File: config.mk
export PLATFORM = sky130hd
export DESIGN_NAME = lcd_serial_framer
export DESIGN_NICKNAME = d
export VERILOG_FILES = /design/src/rtl/lcdf_pkg.sv /design/src/rtl/lcdf_byte_sel.sv /design/src/rtl/lcdf_sclk_gen.sv /design/src/rtl/lcdf_ctrl.sv /design/src/rtl/lcd_serial_framer.sv
export SDC_FILE = /design/constraint.sdc
export NUM_CORES = 1
export LEC_CHECK = 0
export ABC_CLOCK_PERIOD_IN_PS = 6100
export BUFFER_PORTS_ARGS = -buffer_cell sky130_fd_sc_hd__buf_4
export CORE_ASPECT_RATIO = 1.75
export CORE_MARGIN = 2
export CORE_UTILIZATION = 60
export DETAILED_ROUTE_END_ITERATION = 7
export GPL_ROUTABILITY_DRIVEN = 0
export PLACE_DENSITY = 0.85
export SYNTH_ARGS = -nofsm -noshare
export SYNTH_HDL_FRONTEND = slang
export SYNTH_SLANG_ARGS = --single-unit
File: constraint.sdc
create_clock -name clk -period 6.1 [get_ports clk]
set_input_delay 0.305 -clock clk [delete_from_list [all_inputs] [get_ports clk]]
set_output_delay 0.305 -clock clk [all_outputs]
set_load 0.05 [all_outputs]
File: src/rtl/lcdf_pkg.sv
package lcdf_pkg;

  typedef enum logic [1:0] {
    KIND_INSTR = 2'b00,
    KIND_ADDR  = 2'b01,
    KIND_DATA  = 2'b10,
    KIND_RSVD  = 2'b11
  } req_kind_e;

  typedef enum logic [2:0] {
    ST_IDLE,
    ST_LEAD,
    ST_HIGH,
    ST_LOW,
    ST_TAIL
  } link_state_e;

  localparam logic [7:0] SYNC_BASE = 8'hF8;
  localparam logic [7:0] DIR_BIT   = 8'h04;
  localparam logic [7:0] RSEL_BIT  = 8'h02;

  // one half of a payload byte, moved into the upper nibble
  function automatic logic [7:0] nibble_byte(input logic [7:0] b, input logic low_half);
    return low_half ? {b[3:0], 4'h0} : {b[7:4], 4'h0};
  endfunction

endpackage

File: src/rtl/lcdf_byte_sel.sv
module lcdf_byte_sel
  import lcdf_pkg::*;
#(
  parameter int DATA_BYTES = 16,
  localparam int IDX_W = $clog2(2 * DATA_BYTES + 1),
  localparam int KW    = $clog2(DATA_BYTES)
) (
  input  req_kind_e                 kind,
  input  logic [7:0]                instr,
  input  logic [7:0]                aux,
  input  logic [8*DATA_BYTES-1:0]   data,
  input  logic [IDX_W-1:0]          idx,
  output logic [7:0]                wire_byte,
  output logic [IDX_W-1:0]          last_idx
);

  logic [7:0]       dbytes [DATA_BYTES];
  logic [IDX_W-1:0] pos;
  logic [KW-1:0]    k_sel;
  logic [7:0]       payload;

  for (genvar g = 0; g < DATA_BYTES; g++) begin : g_unpack
    assign dbytes[g] = data[8*g +: 8];
  end

  assign pos   = idx - IDX_W'(1);
  assign k_sel = KW'(pos >> 1);

  always_comb begin
    unique case (kind)
      KIND_ADDR: last_idx = IDX_W'(4);
      KIND_DATA: last_idx = IDX_W'(2 * DATA_BYTES);
      default:   last_idx = IDX_W'(2);
    endcase
  end

  always_comb begin
    unique case (kind)
      KIND_DATA: payload = dbytes[k_sel];
      KIND_ADDR: payload = (k_sel == '0) ? instr : aux;
      default:   payload = instr;
    endcase
  end

  always_comb begin
    if (idx == '0) begin
      wire_byte = SYNC_BASE | ((kind == KIND_DATA) ? RSEL_BIT : 8'h00);
    end else begin
      wire_byte = nibble_byte(payload, pos[0]);
    end
  end

endmodule

File: src/rtl/lcdf_sclk_gen.sv
module lcdf_sclk_gen #(
  parameter int SCLK_DIV = 4,
  localparam int HALF = SCLK_DIV / 2,
  localparam int CW   = (HALF > 1) ? $clog2(HALF) : 1
) (
  input  logic clk,
  input  logic rst_n,
  input  logic run,
  output logic phase_end
);

  logic [CW-1:0] cnt;

  assign phase_end = run && (cnt == CW'(HALF - 1));

  always_ff @(posedge clk or negedge rst_n) begin
    if (!rst_n) begin
      cnt <= '0;
    end else if (!run || phase_end) begin
      cnt <= '0;
    end else begin
      cnt <= cnt + CW'(1);
    end
  end

endmodule

File: src/rtl/lcdf_ctrl.sv
module lcdf_ctrl
  import lcdf_pkg::*;
#(
  parameter int DATA_BYTES = 16,
  localparam int IDX_W = $clog2(2 * DATA_BYTES + 1)
) (
  input  logic                      clk,
  input  logic                      rst_n,
  input  logic                      req_valid,
  output logic                      req_ready,
  input  logic [1:0]                req_kind,
  input  logic [7:0]                req_instr,
  input  logic [7:0]                req_aux,
  input  logic [8*DATA_BYTES-1:0]   req_data,
  input  logic                      phase_end,
  output logic                      run,
  output req_kind_e                 lat_kind,
  output logic [7:0]                lat_instr,
  output logic [7:0]                lat_aux,
  output logic [8*DATA_BYTES-1:0]   lat_data,
  output logic [IDX_W-1:0]          byte_idx,
  input  logic [IDX_W-1:0]          last_idx,
  input  logic [7:0]                cur_byte,
  output logic                      lcd_cs,
  output logic                      lcd_sclk,
  output logic                      lcd_sdo,
  output logic                      frame_done
);

  link_state_e state;
  logic [2:0]  bit_cnt;
  logic        last_bit;

  assign last_bit  = (bit_cnt == 3'd7) && (byte_idx == last_idx);
  assign req_ready = (state == ST_IDLE);
  assign lcd_cs    = (state != ST_IDLE);
  assign lcd_sclk  = (state == ST_HIGH);
  assign lcd_sdo   = lcd_cs ? cur_byte[3'd7 - bit_cnt] : 1'b0;
  assign run       = lcd_cs;

  always_ff @(posedge clk or negedge rst_n) begin
    if (!rst_n) begin
      state      <= ST_IDLE;
      bit_cnt    <= '0;
      byte_idx   <= '0;
      frame_done <= 1'b0;
      lat_kind   <= KIND_INSTR;
      lat_instr  <= '0;
      lat_aux    <= '0;
      lat_data   <= '0;
    end else begin
      frame_done <= 1'b0;
      unique case (state)
        ST_IDLE: begin
          if (req_valid) begin
            lat_kind  <= req_kind_e'(req_kind);
            lat_instr <= req_instr;
            lat_aux   <= req_aux;
            lat_data  <= req_data;
            byte_idx  <= '0;
            bit_cnt   <= '0;
            state     <= ST_LEAD;
          end
        end
        ST_LEAD: if (phase_end) state <= ST_HIGH;
        ST_HIGH: begin
          if (phase_end) begin
            if (last_bit) begin
              state <= ST_TAIL;
            end else begin
              state <= ST_LOW;
              if (bit_cnt == 3'd7) begin
                bit_cnt  <= '0;
                byte_idx <= byte_idx + IDX_W'(1);
              end else begin
                bit_cnt <= bit_cnt + 3'd1;
              end
            end
          end
        end
        ST_LOW: if (phase_end) state <= ST_HIGH;
        ST_TAIL: begin
          if (phase_end) begin
            state      <= ST_IDLE;
            frame_done <= 1'b1;
          end
        end
        default: state <= ST_IDLE;
      endcase
    end
  end


  accept_drops_ready_chk: assert property (@(posedge clk) disable iff (!rst_n)
    (req_valid && req_ready) |=> !req_ready);


  done_single_chk: assert property (@(posedge clk) disable iff (!rst_n)
    frame_done |=> !frame_done);


  done_at_cs_fall_chk: assert property (@(posedge clk) disable iff (!rst_n)
    $fell(lcd_cs) |-> frame_done);


  sdo_hold_high_chk: assert property (@(posedge clk) disable iff (!rst_n)
    (lcd_sclk && $past(lcd_sclk)) |-> $stable(lcd_sdo));


  cs_before_clk_chk: assert property (@(posedge clk) disable iff (!rst_n)
    $rose(lcd_cs) |-> !lcd_sclk);


  sync_form_chk: assert property (@(posedge clk) disable iff (!rst_n)
    (lcd_cs && byte_idx == '0) |->
      (cur_byte[7:3] == 5'h1F && cur_byte[2] == 1'b0 && cur_byte[0] == 1'b0));


  nibble_pad_chk: assert property (@(posedge clk) disable iff (!rst_n)
    (lcd_cs && byte_idx != '0) |-> (cur_byte[3:0] == 4'h0));

endmodule

File: src/rtl/lcd_serial_framer.sv
module lcd_serial_framer
  import lcdf_pkg::*;
#(
  parameter int DATA_BYTES = 16,
  parameter int SCLK_DIV   = 4
) (
  input  logic                      clk,
  input  logic                      rst_n,
  input  logic                      req_valid,
  output logic                      req_ready,
  input  logic [1:0]                req_kind,
  input  logic [7:0]                req_instr,
  input  logic [7:0]                req_aux,
  input  logic [8*DATA_BYTES-1:0]   req_data,
  output logic                      lcd_cs,
  output logic                      lcd_sclk,
  output logic                      lcd_sdo,
  output logic                      frame_done
);

  localparam int IDX_W = $clog2(2 * DATA_BYTES + 1);

  logic                    phase_end;
  logic                    run;
  req_kind_e               lat_kind;
  logic [7:0]              lat_instr;
  logic [7:0]              lat_aux;
  logic [8*DATA_BYTES-1:0] lat_data;
  logic [IDX_W-1:0]        byte_idx;
  logic [IDX_W-1:0]        last_idx;
  logic [7:0]              cur_byte;

  lcdf_sclk_gen #(.SCLK_DIV(SCLK_DIV)) u_clkgen (
    .clk       (clk),
    .rst_n     (rst_n),
    .run       (run),
    .phase_end (phase_end)
  );

  lcdf_byte_sel #(.DATA_BYTES(DATA_BYTES)) u_bytesel (
    .kind      (lat_kind),
    .instr     (lat_instr),
    .aux       (lat_aux),
    .data      (lat_data),
    .idx       (byte_idx),
    .wire_byte (cur_byte),
    .last_idx  (last_idx)
  );

  lcdf_ctrl #(.DATA_BYTES(DATA_BYTES)) u_ctrl (
    .clk        (clk),
    .rst_n      (rst_n),
    .req_valid  (req_valid),
    .req_ready  (req_ready),
    .req_kind   (req_kind),
    .req_instr  (req_instr),
    .req_aux    (req_aux),
    .req_data   (req_data),
    .phase_end  (phase_end),
    .run        (run),
    .lat_kind   (lat_kind),
    .lat_instr  (lat_instr),
    .lat_aux    (lat_aux),
    .lat_data   (lat_data),
    .byte_idx   (byte_idx),
    .last_idx   (last_idx),
    .cur_byte   (cur_byte),
    .lcd_cs     (lcd_cs),
    .lcd_sclk   (lcd_sclk),
    .lcd_sdo    (lcd_sdo),
    .frame_done (frame_done)
  );

endmodule

---- After elaboration in Yosys (flattened, before gate mapping) ----
Index checks and enable logic that the tools add are counted.
cells by class
  add/sub/neg operators ................... 5
  $lt $le $gt $ge ......................... 2
  eq/ne operators ......................... 14
  mux-type cells .......................... 31
  bitwise gates (word level) .............. 1
  reduce and logical (&&, ||, !) cells .... 14
operator list
  cell                 number
  $mux 8               5
  $bmux 8 s4           1
  $mux 3               9
  $mux 6               4
  $pmux 6 s2           2
  $pmux 8 s2           1
  $pmux 3 s4           1
  $reduce_and 4->1     2
  $add 6x1->6 const B  1
  $eq 3x2->1 const B   2
  $eq 3x3->1 const B   2
  $eq 6x6->1           1
  $logic_not 6->1      1
  $ne 2x1->1 const B   3
  $ne 2x2->1 const B   3
  $pmux 3 s2           1
  $ge 5x5->1 const B   1
  $mux 1               5
  $not 4->5            1
  $reduce_and 5->1     1
  $sub 5x1->5 const B  1
  $logic_not 4->1      1
  $lt 3x4->1 const B   1
  $add 3x1->3 const B  1
  other kinds (15)     16
storage, ports and cells
  bits in registers ....................... 160
  logic and storage cells ................. 76

---- Longest topological paths before layout ----
Gate-level depths: netlist of the first run.
  depth after elaboration ................. 11
  depth in mapped cells ................... 13

---- Hierarchy ----
A second synthesis of the first run with hierarchy kept.
second synthesis, totals
  cells, all modules ...................... 621
  area total of the unflattened synthesis .. 8155.3 um^2
modules (own cells, without submodules)
  module         instances  cells each  area an instance (um^2)  sequential area each (um^2)
  lcdf_ctrl      1          394         6303.5                   3978.8
  lcdf_byte_sel  1          224         1810.5                   0.0
  lcdf_sclk_gen  1          3           41.3                     25.0

---- Worst setup path after synthesis of the first run ----
No wires, ideal clock.
  path kind ............................... register -> output
  start ................................... reg u_ctrl.byte_idx[0]
  end ..................................... out lcd_sdo
  data arrival time ....................... 3.153 ns
  data required time ...................... 5.795 ns
  setup slack ............................. 2.642 ns
  stages on the path, launching flop included .. 13
  path buffers ............................ 2
  cell sequence ........................... dfrtp_1 -> inv_1 -> ha_1 -> clkbuf_1 -> nor2b_1 -> and4_4 -> buf_6 -> mux2_4 -> a32oi_1 -> a311oi_1 -> a311oi_1 -> nor2_1 -> a211oi_2
between the ends
  cells in the longest elaborated chain, start to end .. 11
RTL lines
  element                                     RTL line                 RTL
  start: declaration                          lcdf_ctrl.sv:21          output logic [IDX_W-1:0] byte_idx,
  start signal: assignment                    lcdf_ctrl.sv:74          byte_idx <= byte_idx + IDX_W'(1);
  $sub 5x1->5                                 lcdf_byte_sel.sv:26      assign pos = idx - IDX_W'(1);
  $not 4->5 (implied by the code)             lcdf_byte_sel.sv:39      KIND_DATA: payload = dbytes[k_sel];
  $bmux 8 s4                                  lcdf_byte_sel.sv:39
  $mux 8 (implied by the code) (2 in series)  lcdf_byte_sel.sv:39
  $pmux 8 s2                                  lcdf_byte_sel.sv:38      unique case (kind)
  $mux 8                                      lcdf_pkg.sv:24           return low_half ? {b[3:0], 4'h0} : {b[7:4], 4'h0};
  $mux 8 (*)                                  lcdf_byte_sel.sv:46      if (idx == '0) begin
  $bmux 1 s3 (*)                              lcdf_ctrl.sv:38          assign lcd_sdo = lcd_cs ? cur_byte[3'd7 - bit_cnt] : 1'b0;
  $mux 1 (implied by the code) (*)            lcdf_ctrl.sv:38
  $mux 1 (*)                                  lcdf_ctrl.sv:38
  end: declaration                            lcd_serial_framer.sv:17  output logic lcd_sdo,
Every way passes the cells marked *; elsewhere a longest branch is shown, timed or not. The select of a mux whose other input is x is not followed.

---- Final worst setup path of the first run ----
Same ends and word-level chain as after synthesis.

==> impl_metrics.yaml, run 1 <==
outcome:
  status: "finished, final reports clean"
worst_setup_path:
  worst_ep_arrival_time_ns: 4.36
  reg2reg_depth: 4
  cp.required_ns: 5.79
  start_kind: "flop"
  worst-setup-path-type: "reg -> out"
  worstPathMaxFanout: 16
  end_kind: "output pin"
job:
  max_cap_violations: 0
routing:
  avgRoutedWirePerCell_um: 22.0
  drc: 0
  viasPerCell: 6.12
  dr.pass1.iters: 5
  drt-total-wl_um: 19200
  drt_iter0_markers: 411
  vias: 5357
  drt.antenna.violating_nets: 0
cts:
  cts.sinks: 160
  path_clk_slew_ns: 0.07
  cts_tree: "built"
  h-tree-depth: 4
  clockRootBuffer: "clkbuf_16"
  insertion_delay_ns: 0.43
  cts_buffer_depth: 2
  cts_buffers: 17
power_and_ir_drop:
  p_switching_mw: 0.489
  combPwrFrac: 0.046
  cellPowerDensity_nw_per_um2: 233
  ir_drop_mv: 0.230
  swShare: 0.222
  p_seq_frac: 0.481
  p_leak_nw: 4.59
  clkPwrFrac: 0.473
  intPower_mw: 1.72
  power_mw: 2.21
timing:
  period_share: 0.765
  holdWs_ns: 0.0747
  finalMaxSlewViolations: 0
  relSlewSlack: 0.288
  final-setup-viol-count: 0
  timing.final.ws_setup_ns: 1.44
  fin_tns_setup_ns: 0
  grt_setup_unrepaired: "no"
  fmax_mhz: 214
  finClkSkew_ns: 0.0100
  worst_pin_slew_ns: 1.06
  hold_viol_final: 0
  post-route-min-period_ns: 4.66
yosys:
  async_flop_share: 1.00
  ys.flop_type: "dfrtp_1"
  synth_edf_count: 0
  synth_top_area_frac: 0.524
  yosys_warnings: 0
  syn_nets: 706
  yosys.area.top_type: "dfrtp_1"
  synthTopCellsByArea: "dfrtp_1 52%, mux2_2 21%, mux4_2 9.7%, nand2_1 2.0%, nand3_1 1.2%"
  synth_common_cells: "160 x dfrtp_1, 144 x mux2_2, 40 x nand2_1"
  synth_cells: 551
  synth.cell_area_um2: 7640
  synth-seq-area-share: 0.524
  yosysMostFrequentCell: "dfrtp_1"
  ys_ff_latch: 160
  synth_area_per_cell_um2: 13.9
  synth_cell_types: 51
grt:
  grt_max_degree: 87
  overflow: 0
  antenna_found_initial: 0
  grt_pass1_wl_um: 29800
  grtUsageTotal: 0.298
  grt_pass1_vias: 5835
placed_design:
  hpwl_um: 14000
  place_ws_ns: 1.99
  placed_area_um2: 8870
  portBuffers: 153
layout:
  antennaDiodeCount: 0
  fillers: 796
  syn2layout_area_growth_pct: 23.7
  fin_area_um2: 9460
  layout-drive-gt1-share: 0.532
  nets: 849
min_path:
  hp-class: "in -> reg"
  whs_path_depth: 3
floorplan:
  std_cell_rows: 54
  die_w_um: 89.3
  fp.dieH_um: 153
  start_util: 0.615
  die_area_um2: 13700
  pin_count: 154
  core_area_um2: 12400
## cells by family (layout without fill, tap and decap cells)
kind of cell	count (synthesis)	count (layout)	share of synthesized area
AOI/OAI and AO/OA	40	40	0.0377
xor gates and xnor gates	11	11	0.0151
adders and majority gates	6	6	0.00982
buffers and inverters	44	200	0.0283
DFF	160	160	0.524
muxes	178	178	0.311
and+or+nand+nor	112	112	0.0738
## power by group through the flow
stage | clock network [mW] | registers (mW) | logic [mW]
floorplan | 0 | 1.08 | 0.000888
global placement | 0 | 1.08 | 0.0988
CTS | 1.06 | 1.06 | 0.103
detailed placement | 0 | 1.08 | 0.102
global route | 1.11 | 1.06 | 0.109
finish | 1.04 | 1.06 | 0.101
## cell usage in the layout (no fill, tap or decap), types with 2 or more instances in the layout
cell type / netlist / layout
buf_4: 0 / 158
and2_1: 4 / 3
nand4_1: 6 / 6
ha_1: 6 / 6
clkinvlp_4: 0 / 3
clkbuf_16: 0 / 17
nor4_1: 2 / 2
o21ai_0: 12 / 12
inv_1: 8 / 8
nand2b_1: 3 / 3
nor2b_1: 5 / 5
a22oi_1: 3 / 3
inv_8: 0 / 2
mux4_2: 33 / 33
clkbuf_8: 0 / 2
nand3_1: 19 / 19
nand3b_1: 2 / 2
dfrtp_1: 160 / 160
a22o_1: 4 / 4
xor2_1: 5 / 5
a311oi_1: 2 / 2
a21oi_1: 5 / 5
xnor2_1: 5 / 5
mux2_2: 144 / 144
inv_6: 0 / 5
nor2_1: 13 / 13
nand2_1: 40 / 40
nor3b_1: 2 / 2
nor3_1: 7 / 7
## critical path, cell delays in order (launching register included)
cell and delay (ns):
dfrtp_1 0.65, inv_1 0.19, ha_1 0.34, nor3b_2 0.23
xnor2_1 0.86, nor3_1 0.15, a2111oi_0 0.45, a311oi_1 0.19
a311oi_1 0.34, nor2_1 0.09, a211oi_2 0.21, buf_4 0.23
## per-stage QoR
stage	utilization	cells
4_1_cts	0.761	875
2_1_floorplan	-	551
3_3_place_gp	0.713	842
3_5_place_dp	0.713	842
5_1_grt	0.761	875
6_report	0.761	875
## layout make-up
class | instances | area [um^2] | share of cell area
clock inverter | 12 | 124 | 0.0131
inverter | 8 | 30.0 | 0.00318
tap | 168 | 210 | 0.0222
clock buffer | 20 | 457 | 0.0483
sequential | 160 | 4000 | 0.423
multi-input combinational | 347 | 3420 | 0.362
timing repair buffer | 160 | 1210 | 0.128
## state kept, by name, summed over array words and instances, names as in the netlist
register and flops:
u_ctrl.lat_data 128, u_ctrl.lat_aux 8, u_ctrl.lat_instr 8, u_ctrl.byte_idx 6, u_ctrl.bit_cnt 3, u_ctrl.state 3, u_ctrl.lat_kind 2, u_clkgen.cnt 1
u_ctrl.frame_done 1
## per-layer routing
metal,vias to the layer above,share of wire,GRT usage
met1,2683,0.32,0.307
met2,252,0.56,0.515
met4,0,0.071,0.195
li1,2322,-,-
met5,-,0,0
met3,100,0.050,0.0691
## final timing paths
| path | slack (ns) | from | to |
|---|---|---|---|
| max | 1.44 | u_ctrl.byte_idx[0]$_DFFE_PN0P_ | lcd_sdo |
| min | 0.07 | req_kind[0] | u_ctrl.lat_kind[0]$_DFFE_PN0P_ |
| max reg2reg | 2.99 | u_ctrl.state[2]$_DFFE_PN0P_ | u_ctrl.lat_data[73]$_DFFE_PN0P_ |
| min reg2reg | 0.51 | u_ctrl.lat_data[3]$_DFFE_PN0P_ | u_ctrl.lat_data[3]$_DFFE_PN0P_ |
| max in group asynchronous | 4.09 | rst_n | u_ctrl.lat_data[93]$_DFFE_PN0P_ |
| min in group asynchronous | 0.47 | rst_n | u_ctrl.lat_kind[1]$_DFFE_PN0P_ |
## what timing repair did
action                                 CTS  global route
resized for setup                        0             0
hold buffers                             1             0
endpoints found under the hold margin   74             0
buffers inserted                         0             0
No activity file was read; power rests on OpenSTA's default activity.
==> run 2: changes to the inputs <==
--- a/config.mk
+++ b/config.mk
@@ -5,14 +5,14 @@
 export SDC_FILE = /design/constraint.sdc
 export NUM_CORES = 1
 export LEC_CHECK = 0
-export ABC_CLOCK_PERIOD_IN_PS = 6100
+export ABC_CLOCK_PERIOD_IN_PS = 4800
 export BUFFER_PORTS_ARGS = -buffer_cell sky130_fd_sc_hd__buf_4
 export CORE_ASPECT_RATIO = 1.75
 export CORE_MARGIN = 2
-export CORE_UTILIZATION = 60
+export CORE_UTILIZATION = 55
 export DETAILED_ROUTE_END_ITERATION = 7
 export GPL_ROUTABILITY_DRIVEN = 0
-export PLACE_DENSITY = 0.85
+export PLACE_DENSITY = 0.79
 export SYNTH_ARGS = -nofsm -noshare
 export SYNTH_HDL_FRONTEND = slang
 export SYNTH_SLANG_ARGS = --single-unit
==> constraint.sdc (replaced) <==
create_clock -name clk -period 4.8 [get_ports clk]
set_input_delay 0.24 -clock clk [delete_from_list [all_inputs] [get_ports clk]]
set_output_delay 0.24 -clock clk [all_outputs]
set_load 0.05 [all_outputs]
==> impl_metrics.yaml, run 2 (same netlist as run 1, synthesis figures left out) <==
routing:
  vias: 5226
  drt_iter0_markers: 300
  drt-total-wl_um: 18400
  viasPerCell: 5.87
  avgRoutedWirePerCell_um: 20.7
  drc: 0
  drt.antenna.violating_nets: 0
  dr.pass1.iters: 5
cts:
  ctsHoldBuffers: 0
  cts_buffer_depth: 2
  h-tree-depth: 4
  cts.sinks: 160
  cts_buffers: 17
  path_clk_slew_ns: 0.06
  cts_tree: "built"
  insertion_delay_ns: 0.43
  clockRootBuffer: "clkbuf_16"
power_and_ir_drop:
  cellPowerDensity_nw_per_um2: 292
  ir_drop_mv: 0.225
  p_leak_nw: 4.64
worst_setup_path:
  crit_buf_inv: 3
  crit_path_top_delay_cell: "dfrtp_1"
  worst-setup-path-type: "reg -> out"
  cpPeakStageDelay_ns: 0.67
  critical-path-top-delay-family: "compound AO/OA/AOI/OAI gates"
  end_kind: "output pin"
  worstPathMaxFanout: 23
  cp_cell_sequence: "inv_1 > ha_1 > buf_4 > mux4_2 > nor3_1 > a2111oi_0 > a311oi_1 > a311oi_1 > nor2_1 > a211oi_2 > buf_4"
  cp.required_ns: 4.56
  worst_ep_arrival_time_ns: 4.42
  start_kind: "flop"
layout:
  final_cell_mix: "164 x buf_4, 160 x dfrtp_1, 144 x mux2_2, 40 x nand2_1, 33 x mux4_2"
  nets: 856
  antennaDiodeCount: 0
  reg_top3: "u_ctrl.lat_data: 128 flops, u_ctrl.lat_aux: 8 flops, u_ctrl.lat_instr: 8 flops"
  layout-drive-gt1-share: 0.541
  largest_register: "u_ctrl.lat_data"
  largest_reg_flops: 128
  fin_area_um2: 9550
  syn2layout_area_growth_pct: 24.9
  final_common_cell: "buf_4"
timing:
  period_share: 0.971
  fmax_mhz: 215
  timing.final.ws_setup_ns: 0.141
  worst_pin_slew_ns: 1.03
  relSlewSlack: 0.313
  holdWs_ns: -0.0242
  hold_viol_final: 31
  finalMaxSlewViolations: 0
  post-route-min-period_ns: 4.66
  final-setup-viol-count: 0
  finClkSkew_ns: 0.0124
outcome:
  violations: "negative hold slack"
  status: "finished, violations left"
placed_design:
  placed_area_um2: 8900
  place_ws_ns: 0.655
  portBuffers: 153
  hpwl_um: 13500
floorplan:
  pin_count: 154
  fp.dieH_um: 160
  die_area_um2: 14900
  core_area_um2: 13800
  start_util: 0.555
  std_cell_rows: 57
  die_w_um: 93.1
grt:
  overflow: 0
  grtUsageTotal: 0.261
  grt_pass1_vias: 5700
  antenna_found_initial: 0
  grt_max_degree: 117
  grt_pass1_wl_um: 29500
min_path:
  hp-class: "in -> async"
job:
  max_cap_violations: 0
-- run 2: routing by layer --
metal  up-vias  GRT usage  wire (um)
met2       183      0.460      10300
met1      2659      0.294       6470
met3        50     0.0585        877
met5         -          0          0
met4         0      0.130        834
li1       2334          -          -
-- run 2: metrics by stage --
step | hold WS (ns) | util | power (mW) | cells | setup TNS, ns
after global placement | 0.435 | 0.647 | 1.50 | 853 | 0
after detailed placement | 0.461 | 0.647 | 1.50 | 853 | 0
final | -0.0242 | 0.693 | 2.79 | 891 | 0
after CTS | 0.0178 | 0.689 | 2.81 | 885 | 0
after global routing | 0.0275 | 0.693 | 2.88 | 891 | -0.107
after floorplan | -0.0556 | - | 1.37 | 551 | 0
-- run 2: repair_timing --
item / CTS / global route
setup buffers: 0 / 6
resized for setup: 0 / 1
endpoints found under the setup margin: 0 / 1
-- run 2: cell type report --
cell class	count	area (um^2)
fill	969	4220
sequential	160	4000
multi-input combinational	347	3430
timing repair buffer	167	1280
clock buffer	17	425
tap	177	221
clock inverter	15	150
inverter	8	30.0
-- run 2: where the power goes --
part	total, mW	internal (mW)	switching (mW)
clock network	1.32	0.732	0.586
registers	1.35	1.35	0
logic	0.125	0.0768	0.0485
total	2.79	2.16	0.635
-- run 2: worst paths after layout --
| kind | slack, ns | endpoint | startpoint | cells past startpoint |
|---|---|---|---|---|
| setup / recovery | 0.14 | lcd_sdo | u_ctrl.byte_idx[0]$_DFFE_PN0P_ | 11 |
| hold reg to reg | 0.50 | u_ctrl.lat_data[16]$_DFFE_PN0P_ | u_ctrl.lat_data[16]$_DFFE_PN0P_ | 1 |
| hold / removal | -0.02 | u_ctrl.lat_data[2]$_DFFE_PN0P_ | rst_n | 1 |
| setup reg to reg | 1.76 | u_ctrl.lat_data[29]$_DFFE_PN0P_ | u_ctrl.state[2]$_DFFE_PN0P_ | 4 |
| max in group asynchronous | 3.64 | u_ctrl.lat_data[8]$_DFFE_PN0P_ | rst_n | 2 |
| min in group clk | 0.03 | u_ctrl.lat_kind[1]$_DFFE_PN0P_ | req_kind[1] | 3 |
